<file path="src/rtl/nest_intc.sv">
module nest_intc #(
  parameter int NSRC = 7,
  parameter int PW   = 3,
  parameter int AW   = 3,
  parameter int DW   = 32
) (
  input  logic                      clk,
  input  logic                      rst_n,
  input  logic [NSRC-1:0]           irq_in,
  input  logic                      nmi_in,
  input  logic                      ack,
  input  logic                      eoi,
  input  logic                      reg_we,
  input  logic [AW-1:0]             reg_addr,
  input  logic [DW-1:0]             reg_wdata,
  output logic [DW-1:0]             reg_rdata,
  output logic                      req_valid,
  output logic                      req_nmi,
  output logic [$clog2(NSRC+1)-1:0] req_vec,
  output logic [PW-1:0]             req_prio
);
  localparam int NLVL = 1 << PW;
  localparam int VW   = $clog2(NSRC+1);
  localparam int TW   = PW + 1;

  logic [NSRC-1:0]    irq_q, pend, mask;
  logic [NSRC*PW-1:0] prio;
  logic [NLVL-1:0]    isv;
  logic               nmi_q, nmi_pend, nmi_act;

  logic [NSRC-1:0] rise;
  logic            nmi_rise, take, take_nmi;

  assign rise     = irq_in & ~irq_q;
  assign nmi_rise = nmi_in & ~nmi_q;

  logic [TW-1:0]   thr;
  logic [TW-1:0]   best;
  logic [VW-1:0]   best_idx;
  logic            any;

  always_comb begin
    thr = TW'(NLVL);
    for (int l = NLVL-1; l >= 0; l--)
      if (isv[l]) thr = TW'(l);
  end

  always_comb begin
    best     = TW'(NLVL);
    best_idx = '0;
    any      = 1'b0;
    for (int i = NSRC-1; i >= 0; i--) begin
      if (pend[i] && !mask[i] && ({1'b0, prio[i*PW +: PW]} <= best)) begin
        best     = {1'b0, prio[i*PW +: PW]};
        best_idx = VW'(i);
        any      = 1'b1;
      end
    end
  end

  logic mask_ok;
  assign mask_ok   = any && !nmi_act && (best < thr);
  assign take_nmi  = nmi_pend && !nmi_act;
  assign req_valid = take_nmi || mask_ok;
  assign req_nmi   = take_nmi;
  assign req_vec   = take_nmi ? VW'(NSRC) : best_idx;
  assign req_prio  = take_nmi ? '0 : best[PW-1:0];
  assign take      = ack && req_valid;

  logic wr_clr;
  assign wr_clr = reg_we && (reg_addr == AW'(2));

  logic [NLVL-1:0] isv_e;
  assign isv_e = (eoi && !nmi_act) ? (isv & (isv - NLVL'(1))) : isv;

  always_ff @(posedge clk) begin
    if (!rst_n) begin
      irq_q    <= '0;
      nmi_q    <= 1'b0;
      pend     <= '0;
      mask     <= '1;
      prio     <= '1;
      isv      <= '0;
      nmi_pend <= 1'b0;
      nmi_act  <= 1'b0;
    end else begin
      irq_q <= irq_in;
      nmi_q <= nmi_in;
      if (reg_we && reg_addr == AW'(0)) prio <= reg_wdata[NSRC*PW-1:0];
      if (reg_we && reg_addr == AW'(1)) mask <= reg_wdata[NSRC-1:0];
      begin
        logic [NSRC-1:0] p;
        logic [NLVL-1:0] s;
        p = pend;
        s = isv_e;
        if (wr_clr) p = p & ~reg_wdata[NSRC-1:0];
        if (take && !take_nmi) begin
          p[best_idx] = 1'b0;
          s[best[PW-1:0]] = 1'b1;
        end
        pend <= p | rise;
        isv  <= s;
      end
      nmi_pend <= (nmi_pend && !(take && take_nmi)) || nmi_rise;
      if (take && take_nmi) nmi_act <= 1'b1;
      else if (eoi && nmi_act) nmi_act <= 1'b0;
    end
  end

  always_comb begin
    reg_rdata = '0;
    case (reg_addr)
      AW'(0): reg_rdata[NSRC*PW-1:0] = prio;
      AW'(1): reg_rdata[NSRC-1:0]    = mask;
      AW'(2): reg_rdata[NSRC:0]      = {nmi_pend, pend};
      AW'(3): reg_rdata[NLVL:0]      = {nmi_act, isv};
      default: reg_rdata = '0;
    endcase
  end

  AST_RESET_QUIET: assert property (@(posedge clk) !rst_n |=> !req_valid);
  AST_MASK_HONORED: assert property (@(posedge clk) disable iff (!rst_n)
    (req_valid && !req_nmi) |-> (!mask[req_vec] && pend[req_vec]));
  AST_STRICT_PREEMPT: assert property (@(posedge clk) disable iff (!rst_n)
    (req_valid && !req_nmi) |-> ((isv & ((NLVL'(2) << req_prio) - NLVL'(1))) == '0 && !nmi_act));
  AST_ACK_MARKS_LEVEL: assert property (@(posedge clk) disable iff (!rst_n)
    (ack && req_valid && !req_nmi) |=> isv[$past(req_prio)]);
  AST_EOI_DROPS_ONE: assert property (@(posedge clk) disable iff (!rst_n)
    (eoi && !ack && !nmi_act && isv != '0) |=> $countones(isv) == $countones($past(isv)) - 1);
  AST_NMI_SINGLE: assert property (@(posedge clk) disable iff (!rst_n)
    req_nmi |-> !nmi_act);
  AST_NMI_TAKEN: assert property (@(posedge clk) disable iff (!rst_n)
    (ack && req_nmi) |=> nmi_act);
endmodule

</file>
<file path="config.mk">
export PLATFORM = sky130hd
export DESIGN_NAME = nest_intc
export DESIGN_NICKNAME = d
export VERILOG_FILES = /design/src/rtl/nest_intc.sv
export SDC_FILE = /design/constraint.sdc
export NUM_CORES = 1
export LEC_CHECK = 0
export ABC_AREA = 1
export BUFFER_PORTS_ARGS = -buffer_cell sky130_fd_sc_hd__clkbuf_2
export CAP_MARGIN = 40
export CORE_UTILIZATION = 24
export CTS_BUF_LIST = sky130_fd_sc_hd__clkbuf_2 sky130_fd_sc_hd__clkbuf_4 sky130_fd_sc_hd__clkbuf_8
export DETAILED_ROUTE_END_ITERATION = 7
export PLACE_DENSITY = 0.47
export SYNTH_ARGS = -nofsm -noshare
export SYNTH_HDL_FRONTEND = slang
export SYNTH_SLANG_ARGS = --single-unit
</file>
<file path="constraint.sdc">
create_clock -name clk -period 18.45 [get_ports clk]
set_clock_uncertainty 0.1 [all_clocks]
set_input_delay 3.69 -clock clk [delete_from_list [all_inputs] [get_ports clk]]
set_output_delay 3.69 -clock clk [all_outputs]
set_load 0.03 [all_outputs]
</file>
==> metrics <==
outcome finished with violations; failing checks DRC; most common cell after layout, fill and taps aside nand2_1; total power around 260 µW; GPL Wtd Cong roughly 0.89; drt initial violations about 220; Tot GR Track Use 0.1429; Leakage about 2.3 nW; total number of vias ~3.7k; worst vdd ir ~0.028 mV; diode count 0; number of H-tree levels 2; TritonCTS clock tree yes; Synth Flop Type dfxtp_1; Post-synth EDFFs 0; worst-case clock buffer depth 2; boundary pin count 88; WL final approximately 11000 µm; worst hold start nmi_q; design area ~4200 µm²; final antenna-violating net count 0; layout cells sized above 1 0.1787; post-CTS sizing 0; Ys Warns 0; Synth Register Bits 53; CP Data Required Time between 10000 and 15000 ps; Die Height 124.9 µm; final max-slew violation count 0; # rows 44; worst r2r path cells 62; grt total ovfl 0; Initial Utilization 0.2476; Worst Hold Margin about 320 ps; initial antenna violation count 0; Clock Sink Count 53; TNS Setup 0 ps; CTS Hold Bufs 0; sequential area share after synthesis 0.2926; Hold Path Depth 1; Clk pin slew, worst setup/hold paths ~90 ps; most frequent CP cell nand2_1; period utilisation layout 0.6718; min Tclk post-route between 10000 and 15000 ps; Final Hold Violating Endpoints 0; worst setup path class reg2out; largest net degree at the start of global routing 28; r2r endpoint pend[6]; Mapped Cells between 500 and 600; Critical R2R Launch pend[6]; Routed WL per cell between 10 and 15 µm; Post-route DRC 9; Post-DP HPWL around 8800 µm; Port Buffers between 60 and 70; CP arrival around 8600 ps; WHS Endpoint nmi_pend; global-route wire length before repair roughly 18000 µm; CP max-delay cell dfxtp_1; RSZ-0062 raised after global routing no; worst hold path class reg2reg; Layout area overhead 15.77%; Inserted Clock Buffers 5; Avg Inst Size Synth around 6.5 µm²; CP peak stage delay approximately 440 ps; # fillers between 1.5k and 2k; Die ar. around 16000 µm²; most frequent cells in the layout nand2_1, inv_1, clkbuf_2; Total Nets Final between 600 and 700; CP Launch Type flip-flop; core area between 10000 and 15000 µm²; PwrDens between 60 and 70 nW/µm²; CP endpoint kind primary output; drt pass-1 iters 8; Worst Max-Slew Pin Slew roughly 670 ps; Async SR Flop Fraction 0; clock root cell clkbuf_8; R2R setup slack 9960 ps; Die W ~120 µm; Slew HR 0.5547; number of global-route vias before repair 3473; Area after DPL between 4000 and 5000 µm²; highest clock rate 80.68 MHz; Mapped Area 3626 µm²; setup violators final 0; Final Util 0.2867; DR vias/cell ~4.5; post-CTS setup buffers 0; post-synth cell types 37; Worst-Skew Late Latency 320 ps; worst-path maximum fanout 16; max-capacitance violation count 0
==> area by class of cell <==
type	count	area, µm²	share of cell area
inverters	93	350.3	0.08346
repair buffers	68	367.9	0.08763
well taps	184	230.2	0.05484
flip-flops and latches	53	1061	0.2528
multi-input cells	399	2097	0.4996
clock buffers	8	91.34	0.02176
==> flip-flops by register name, indices dropped and copies added, names as in the netlist <==
name / count
pend: 7
irq_q: 7
isv: 8
prio: 21
nmi_pend: 1
nmi_act: 1
nmi_q: 1
mask: 7
==> per-stage QoR <==
stage,cells,worst slack (ps)
final,805,6056
after global routing,805,5054
after CTS,805,6030
after detailed placement,797,6409
after global placement,795,6507
after floorplan,569,7610
==> cell usage after synthesis (2+ instances only) <==
| library cell | instances | area (µm²) |
|---|---|---|
| a221o_1 | 3 | 30.03 |
| nand2_4 | 3 | 33.78 |
| nand2_1 | 155 | 581.8 |
| ha_1 | 21 | 262.8 |
| nor2_1 | 52 | 195.2 |
| and2_1 | 2 | 12.51 |
| inv_2 | 4 | 15.01 |
| a21oi_1 | 16 | 80.08 |
| o22ai_1 | 3 | 18.77 |
| o211ai_1 | 24 | 180.2 |
| nand4_1 | 16 | 100.1 |
| o21ai_0 | 10 | 50.05 |
| dfxtp_1 | 53 | 1061 |
| nand3_2 | 4 | 40.04 |
| buf_6 | 2 | 22.52 |
| or2_2 | 8 | 50.05 |
| a22oi_1 | 4 | 30.03 |
| clkbuf_1 | 10 | 37.54 |
| buf_4 | 11 | 82.58 |
| nand3_1 | 46 | 230.2 |
| o21ai_2 | 3 | 26.28 |
| inv_1 | 87 | 326.6 |
| nand2_2 | 8 | 50.05 |
==> report_power, final <==
part	switching (mW)	internal, mW	leakage (nW)
Combinational	0.0469	0.0205	1.80
Clock	0.0413	0.0316	0.0498
Sequential	0.00380	0.119	0.435
Total	0.0920	0.171	2.28
==> kinds of logic after synthesis <==
logic type                 count (synthesis)  share of synthesized area
and+or+nand+nor                          297                     0.3637
buffers and inverters                    117                     0.1401
AOI/OAI and AO/OA                         70                     0.1301
DFF                                       53                     0.2926
adders and majority gates                 21                    0.07246
other                                      1                   0.001034
==> metal layers <==
| metal | up-vias | share of wire | track usage | wire [µm] |
|---|---|---|---|---|
| li1 | 1901 | - | - | - |
| met5 | - | 0 | 0 | 0 |
| met4 | 0 | 0.019 | 0.04950 | 199 |
| met2 | 88 | 0.49 | 0.2508 | 5176 |
| met1 | 1652 | 0.45 | 0.1801 | 4778 |
| met3 | 9 | 0.046 | 0.01761 | 489 |
==> critical path, delay by kind of cell (launching register included) <==
kind	cells	cell delay [ps]
fa+ha+maj	7	1950
flops	1	440
compound gates	10	1590
buf+inv	11	1350
simple gates	34	2940
==> worst max-delay path by stage <==
stage | end | start | slack (ps) | cells after the start
finish | req_valid | pend[6] | 6060 | 62
global route | req_valid | pend[6] | 5050 | 63
CTS | req_valid | pend[6] | 6030 | 62
detailed placement | req_valid | pend[6] | 6410 | 62
global placement | req_valid | pend[6] | 6510 | 63
floorplan | req_valid | pend[6] | 7610 | 63
Note: power is estimated with default switching activity, not from simulation.
